--- config.mk ---
export PLATFORM = sky130hd
export DESIGN_NAME = pwm_prescale_calc
export DESIGN_NICKNAME = d
export VERILOG_FILES = /design/src/rtl/pwmc_pkg.sv /design/src/rtl/pwmc_lead_one.sv /design/src/rtl/pwmc_scaler.sv /design/src/rtl/pwmc_divider.sv /design/src/rtl/pwm_prescale_calc.sv
export SDC_FILE = /design/constraint.sdc
export NUM_CORES = 2
export LEC_CHECK = 0
export BUFFER_PORTS_ARGS = -buffer_cell sky130_fd_sc_hd__clkbuf_2
export CORE_MARGIN = 4
export CORE_UTILIZATION = 63
export DETAILED_ROUTE_END_ITERATION = 7
export PLACE_DENSITY = 0.85
export SYNTH_ARGS = -nofsm -noshare
export SYNTH_HDL_FRONTEND = slang
export SYNTH_HIERARCHICAL = 1
export SYNTH_SLANG_ARGS = --single-unit
export TNS_END_PERCENT = 30
--- constraint.sdc ---
create_clock -name clk -period 21.5 [get_ports clk]
set_input_delay 2.15 -clock clk [delete_from_list [all_inputs] [get_ports clk]]
set_output_delay 2.15 -clock clk [all_outputs]
set_load 0.02 [all_outputs]
--- src/rtl/pwmc_pkg.sv ---
package pwmc_pkg;

    // Controller phases of one conversion
    typedef enum logic [2:0] {
        ST_IDLE,
        ST_PREP,
        ST_MUL,
        ST_DIV,
        ST_FIN
    } phase_t;

    // Rejection flags produced by the scaling stage
    typedef struct packed {
        logic too_long;
        logic zero_cnt;
    } reject_t;

    // Default geometry of the timer the settings are computed for
    localparam int DEF_CNT_W  = 32;
    localparam int DEF_DUTY_W = 32;
    localparam int DEF_MOD_W  = 16;
    localparam int DEF_PS_W   = 3;

    function automatic int ach_width(input int mod_w, input int ps_w);
        return mod_w + 1 + ((1 << ps_w) - 1);
    endfunction

endpackage

--- src/rtl/pwmc_lead_one.sv ---
module pwmc_lead_one #(
    parameter int W = 32,
    localparam int IDX_W = $clog2(W)
) (
    input  logic [W-1:0]     vec,
    output logic [IDX_W-1:0] idx,
    output logic             any
);
    // Lowest to highest scan: the last set bit seen wins
    always_comb begin
        idx = '0;
        any = 1'b0;
        for (int i = 0; i < W; i++) begin
            if (vec[i]) begin
                idx = IDX_W'(i);
                any = 1'b1;
            end
        end
    end
endmodule

--- src/rtl/pwmc_scaler.sv ---
module pwmc_scaler
    import pwmc_pkg::*;
#(
    parameter int CNT_W = DEF_CNT_W,
    parameter int MOD_W = DEF_MOD_W,
    parameter int PS_W  = DEF_PS_W,
    localparam int ACH_W = ach_width(MOD_W, PS_W),
    localparam int IDX_W = $clog2(CNT_W),
    localparam int PS_MAX = (1 << PS_W) - 1
) (
    input  logic [CNT_W-1:0] cycles,
    output logic [PS_W-1:0]  ps,
    output logic [MOD_W-1:0] mod_val,
    output logic [ACH_W-1:0] ach,
    output reject_t          rej
);
    logic [IDX_W-1:0] top_idx;
    logic             top_any;
    logic             fits;
    logic [IDX_W:0]   ps_full;
    logic [CNT_W:0]   unit;
    logic [CNT_W:0]   half;
    logic [CNT_W:0]   biased;
    logic [CNT_W:0]   count;

    pwmc_lead_one #(.W(CNT_W)) u_lead (
        .vec (cycles),
        .idx (top_idx),
        .any (top_any)
    );

    generate
        if (CNT_W > MOD_W) begin : g_wide
            assign fits = (cycles[CNT_W-1:MOD_W] == '0);
        end else begin : g_narrow
            assign fits = 1'b1;
        end
    endgenerate

    always_comb begin
        if (fits || !top_any) begin
            ps_full = '0;
        end else begin
            ps_full = (IDX_W+1)'(top_idx) + (IDX_W+1)'(1) - (IDX_W+1)'(MOD_W);
        end
        rej.too_long = (ps_full > (IDX_W+1)'(PS_MAX));
        ps       = ps_full[PS_W-1:0];
        unit     = (CNT_W+1)'(1) << ps;
        half     = unit >> 1;
        biased   = {1'b0, cycles} + half;
        count    = biased >> ps;
        rej.zero_cnt = !rej.too_long && (count == '0);
        mod_val  = MOD_W'(count - (CNT_W+1)'(1));
        ach      = count[ACH_W-1:0] << ps;
    end
endmodule

--- src/rtl/pwmc_divider.sv ---
module pwmc_divider #(
    parameter int NUM_W = 49,
    parameter int DEN_W = 24,
    localparam int CNT_W = $clog2(NUM_W)
) (
    input  logic             clk,
    input  logic             rst,
    input  logic             load,
    input  logic [NUM_W-1:0] num,
    input  logic [DEN_W-1:0] den,
    output logic [NUM_W-1:0] quot,
    output logic             fin
);
    logic             run_q;
    logic [CNT_W-1:0] left_q;
    logic [NUM_W-1:0] num_q;
    logic [DEN_W-1:0] den_q;
    logic [DEN_W-1:0] rem_q;
    logic [DEN_W:0]   trial;
    logic [DEN_W:0]   diff;
    logic             take;

    // One restoring step: bring down a numerator bit and subtract if possible
    always_comb begin
        trial = {rem_q, num_q[NUM_W-1]};
        diff  = trial - {1'b0, den_q};
        take  = (trial >= {1'b0, den_q});
    end

    always_ff @(posedge clk) begin
        if (rst) begin
            run_q  <= 1'b0;
            left_q <= '0;
            num_q  <= '0;
            den_q  <= '0;
            rem_q  <= '0;
            quot   <= '0;
            fin    <= 1'b0;
        end else begin
            fin <= 1'b0;
            if (load) begin
                run_q  <= 1'b1;
                left_q <= CNT_W'(NUM_W - 1);
                num_q  <= num;
                den_q  <= den;
                rem_q  <= '0;
                quot   <= '0;
            end else if (run_q) begin
                num_q <= num_q << 1;
                rem_q <= take ? diff[DEN_W-1:0] : trial[DEN_W-1:0];
                quot  <= {quot[NUM_W-2:0], take};
                if (left_q == '0) begin
                    run_q <= 1'b0;
                    fin   <= 1'b1;
                end else begin
                    left_q <= left_q - CNT_W'(1);
                end
            end
        end
    end

    // partial remainder always stays below the divisor
    a_r7_rem_below_den: assert property (@(posedge clk) disable iff (rst)
        run_q |-> (rem_q < den_q));
    // divider signals completion only once per run
    a_r7_fin_single: assert property (@(posedge clk) disable iff (rst)
        fin |-> !run_q);
endmodule

--- src/rtl/pwm_prescale_calc.sv ---
module pwm_prescale_calc
    import pwmc_pkg::*;
#(
    parameter int CNT_W  = DEF_CNT_W,
    parameter int DUTY_W = DEF_DUTY_W,
    parameter int MOD_W  = DEF_MOD_W,
    parameter int PS_W   = DEF_PS_W,
    localparam int ACH_W = ach_width(MOD_W, PS_W),
    localparam int NUM_W = MOD_W + DUTY_W + 1
) (
    input  logic              clk,
    input  logic              rst,
    input  logic              start,
    input  logic [CNT_W-1:0]  req_period,
    input  logic [DUTY_W-1:0] req_duty,
    input  logic              req_enable,
    output logic              busy,
    output logic              done,
    output logic [PS_W-1:0]   prescale,
    output logic [MOD_W-1:0]  modulo,
    output logic [ACH_W-1:0]  achieved,
    output logic [DUTY_W-1:0] compare,
    output logic              err_range,
    output logic              err_invalid
);
    phase_t            phase_q;
    logic [CNT_W-1:0]  per_q;
    logic [DUTY_W-1:0] duty_q;
    logic              en_q;

    logic [PS_W-1:0]   sc_ps;
    logic [MOD_W-1:0]  sc_mod;
    logic [ACH_W-1:0]  sc_ach;
    reject_t           sc_rej;

    logic [PS_W-1:0]   ps_q;
    logic [MOD_W-1:0]  mod_q;
    logic [ACH_W-1:0]  ach_q;

    logic              div_load;
    logic [NUM_W-1:0]  div_num;
    logic [NUM_W-1:0]  div_quot;
    logic              div_fin;
    logic [DUTY_W-1:0] duty_eff;

    pwmc_scaler #(.CNT_W(CNT_W), .MOD_W(MOD_W), .PS_W(PS_W)) u_scale (
        .cycles  (per_q),
        .ps      (sc_ps),
        .mod_val (sc_mod),
        .ach     (sc_ach),
        .rej     (sc_rej)
    );

    // Disabled requests compute with a zero duty
    assign duty_eff = en_q ? duty_q : '0;
    assign div_load = (phase_q == ST_MUL);
    assign div_num  = NUM_W'(mod_q) * NUM_W'(duty_eff) + NUM_W'(ach_q >> 1);

    pwmc_divider #(.NUM_W(NUM_W), .DEN_W(ACH_W)) u_div (
        .clk  (clk),
        .rst  (rst),
        .load (div_load),
        .num  (div_num),
        .den  (ach_q),
        .quot (div_quot),
        .fin  (div_fin)
    );

    assign busy = (phase_q != ST_IDLE);
    assign done = (phase_q == ST_FIN);

    always_ff @(posedge clk) begin
        if (rst) begin
            phase_q     <= ST_IDLE;
            per_q       <= '0;
            duty_q      <= '0;
            en_q        <= 1'b0;
            ps_q        <= '0;
            mod_q       <= '0;
            ach_q       <= '0;
            prescale    <= '0;
            modulo      <= '0;
            achieved    <= '0;
            compare     <= '0;
            err_range   <= 1'b0;
            err_invalid <= 1'b0;
        end else begin
            unique case (phase_q)
                ST_IDLE: begin
                    if (start) begin
                        per_q   <= req_period;
                        duty_q  <= req_duty;
                        en_q    <= req_enable;
                        phase_q <= ST_PREP;
                    end
                end
                ST_PREP: begin
                    ps_q  <= sc_ps;
                    mod_q <= sc_mod;
                    ach_q <= sc_ach;
                    if (sc_rej.too_long || sc_rej.zero_cnt) begin
                        prescale    <= '0;
                        modulo      <= '0;
                        achieved    <= '0;
                        compare     <= '0;
                        err_range   <= sc_rej.too_long;
                        err_invalid <= sc_rej.zero_cnt;
                        phase_q     <= ST_FIN;
                    end else begin
                        phase_q <= ST_MUL;
                    end
                end
                ST_MUL: begin
                    phase_q <= ST_DIV;
                end
                ST_DIV: begin
                    if (div_fin) begin
                        prescale    <= ps_q;
                        modulo      <= mod_q;
                        achieved    <= ach_q;
                        compare     <= div_quot[DUTY_W-1:0];
                        err_range   <= 1'b0;
                        err_invalid <= 1'b0;
                        phase_q     <= ST_FIN;
                    end
                end
                ST_FIN: begin
                    phase_q <= ST_IDLE;
                end
                default: phase_q <= ST_IDLE;
            endcase
        end
    end

    // done lasts one cycle and sits inside busy
    a_r8_done_one_cycle: assert property (@(posedge clk) disable iff (rst)
        done |=> !done);
    a_r8_done_in_busy: assert property (@(posedge clk) disable iff (rst)
        done |-> busy);
    // an operation, once running, runs until done
    a_r10_busy_holds: assert property (@(posedge clk) disable iff (rst)
        (busy && !done) |=> busy);
    // request values stay frozen while busy
    a_r10_req_frozen: assert property (@(posedge clk) disable iff (rst)
        (busy && !done) |=> $stable(per_q) && $stable(duty_q) && $stable(en_q));
    // at most one rejection reason at a time
    a_r2_err_exclusive: assert property (@(posedge clk) disable iff (rst)
        done |-> !(err_range && err_invalid));
    // achieved period equals (modulo + 1) scaled by the prescale
    a_r5_achieved_rel: assert property (@(posedge clk) disable iff (rst)
        (done && !err_range && !err_invalid) |->
            (achieved == ((ACH_W'(modulo) + ACH_W'(1)) << prescale)));
    // a disabled request yields a zero compare
    a_r6_disabled_zero: assert property (@(posedge clk) disable iff (rst)
        (done && !en_q) |-> (compare == '0));
    // rounded compare never exceeds the effective duty
    a_r7_cmp_bound: assert property (@(posedge clk) disable iff (rst)
        (done && !err_range && !err_invalid) |-> (compare <= duty_eff));
endmodule

==> flow_summary.ini <==
[outcome]
run_status = complete, no violations

[clocking]
cts_num_sinks = 325
cts.hold.buffers_added = 0
post_cts_buffers = 0
htreeDepth = 2
cts_made_buffers = 38
cts_tree = yes
clk_pin_slew_worst_paths_ns = 0.07
ctsResizeCount = 0
cts_buffer_depth = 3
cts_root_buf = clkbuf_16
clock_latency_ns = 0.59

[sta]
final.setup.worst_slack_ns = 12.28
tightest_slew_ns = 1.03
setup_viol = 0
finalHoldViolations = 0
totalNegativeSetupSlack_ns = 0
timing.fmax_mhz = 108
slew_headroom_pct = 31.5
drv_slew = 0
finalCritPeriodShare_pct = 42.9
fin_skew_ns = 0.0269
rsz0062_at_grt = false
min_period_ns = 9.22

[placement]
port_buffers = 146
placed_cells = 4969
dp_hpwl_microns = 73200
dp_worst_setup_slack_ns = 12.60
gp_congestion = 0.965

[drt]
via_per_inst = 6.10
ant_nets = 0
firstDrtPassIters = 6
drt_iter0_drc = 2809
wl_per_cell_microns = 19.9
drc = 0
vias = 30800
wl_microns = 100000

[setup_path]
endpoint_kind = flip-flop
cp_max_fo = 51
arrival_ns = 9.63
start_kind = flip-flop
critical_path.max_stage_delay_ns = 0.77
path_class = flip-flop to flip-flop
critPathSlowestCell = o211ai_1
reg2reg_slack_ns = 12.28
cp.required_ns = 21.91

[power_and_ir_drop]
ir_drop_mv = 0.186
p_leak_nw = 17.2
power_w = 0.00392
p_per_area_nw_per_um2 = 106

[logic_synthesis]
syn-cell-area_sq_um = 34900
avgSynthCellArea_sq_um = 8.06
synth_fp_nets = 5016
netlist_instances = 4334
ys_warn_count = 6

[global_routing]
grtUsageTotal_pct = 33.7
gr-total-overflow = 0
grt_pass1_vias = 30700
grt_max_degree = 109
grt_pass1_wl_microns = 162000
antenna_found_initial = 2

[die]
die_w_microns = 243
core_area_sq_um = 55000
initial_core_util_pct = 63.5
rows = 86
die-area_sq_um = 59300
die_y_microns = 243
io-pin-count = 147

[cells_and_area]
drive_gt1_share_pct = 7.55
syn_to_final_growth_pct = 5.84
seqCellArea_sq_um = 6520
multi_input_area_sq_um = 24900
final_util_pct = 67.2
final_cells = 5039
final_nets = 4943
fillers = 4370

[min_path]
hold_path.class = flip-flop to flip-flop

[flow_run]
cap_violations = 0
## where the power goes
part | internal (W) | leakage [nW] | switching, W | total, W
Clock | 0.000360 | 0.598 | 0.000297 | 0.000657
Combinational | 0.000833 | 14.0 | 0.00162 | 0.00245
Sequential | 0.000662 | 2.63 | 0.000150 | 0.000811
## cells in the final DEF (no fill, tap or decap), types with 35 or more instances in the layout
cell,instances
clkbuf_16,38
nand3_1,121
inv_1,602
mux2i_1,127
clkbuf_2,145
a21oi_1,335
and2_1,41
a21o_1,35
xnor2_1,53
fa_1,444
nor2_1,262
and3_1,237
xor2_1,48
dfxtp_1,320
o21ai_0,80
buf_4,40
nand2_1,708
ha_1,170
nor3_1,42
## layout make-up
cell class                 count  share of cell area [%]
clock inverter                17                   0.471
multi-input combinational   3105                    67.5
inverter                     605                    6.14
antenna                        1                 0.00677
timing repair buffer         186                    2.81
tap                          748                    2.53
clock buffer                  52                    2.90
sequential                   325                    17.6
## worst max-delay path, delay by kind of cell (launching register included)
| family | cells | cell delay, ns |
|---|---|---|
| AND/OR/NAND/NOR | 14 | 3.48 |
| AO/OA/AOI/OAI | 10 | 2.89 |
| buffers and inverters | 3 | 1.09 |
| adder cells (fa/ha/maj) | 3 | 1.02 |
| flip-flops | 1 | 0.50 |
## metrics by stage
stage               hold slack (ns)  area, sq um
CTS                           0.458        37000
floorplan                     0.437        34900
global route                  0.471        37000
detailed placement            0.448        35700
global placement              0.444        35700
finish                        0.456        37000
## layer usage
layer  share of wire [%]  track usage (%)
met1                  40             45.6
met2                  45             52.1
met3                  11             8.58
met4                 4.8             13.9
met5               0.013                0
## state kept, by name, summed over array words and instances (netlist names)
signal        count
u_div/run_q       1
achieved         24
u_div/num_q      49
compare          32
duty_q           32
u_div/fin         1
ach_q            24
mod_q            16
ps_q              3
phase_q           3
prescale          3
u_div/den_q      24
per_q            32
en_q              1
u_div/quot       32
u_div/left_q      6
err_invalid       1
err_range         1
modulo           16
u_div/rem_q      24
## final timing paths
check                           from                       end  cells after the start
max reg2reg   per_q[16]$_SDFFE_PP0P_  compare[10]$_SDFFE_PP0P_                     30
min          modulo[15]$_SDFFE_PP0P_   modulo[15]$_SDFFE_PP0P_                      2
max           per_q[16]$_SDFFE_PP0P_  compare[10]$_SDFFE_PP0P_                     30
min reg2reg  modulo[15]$_SDFFE_PP0P_   modulo[15]$_SDFFE_PP0P_                      2
(Power assumes the default switching activity.)
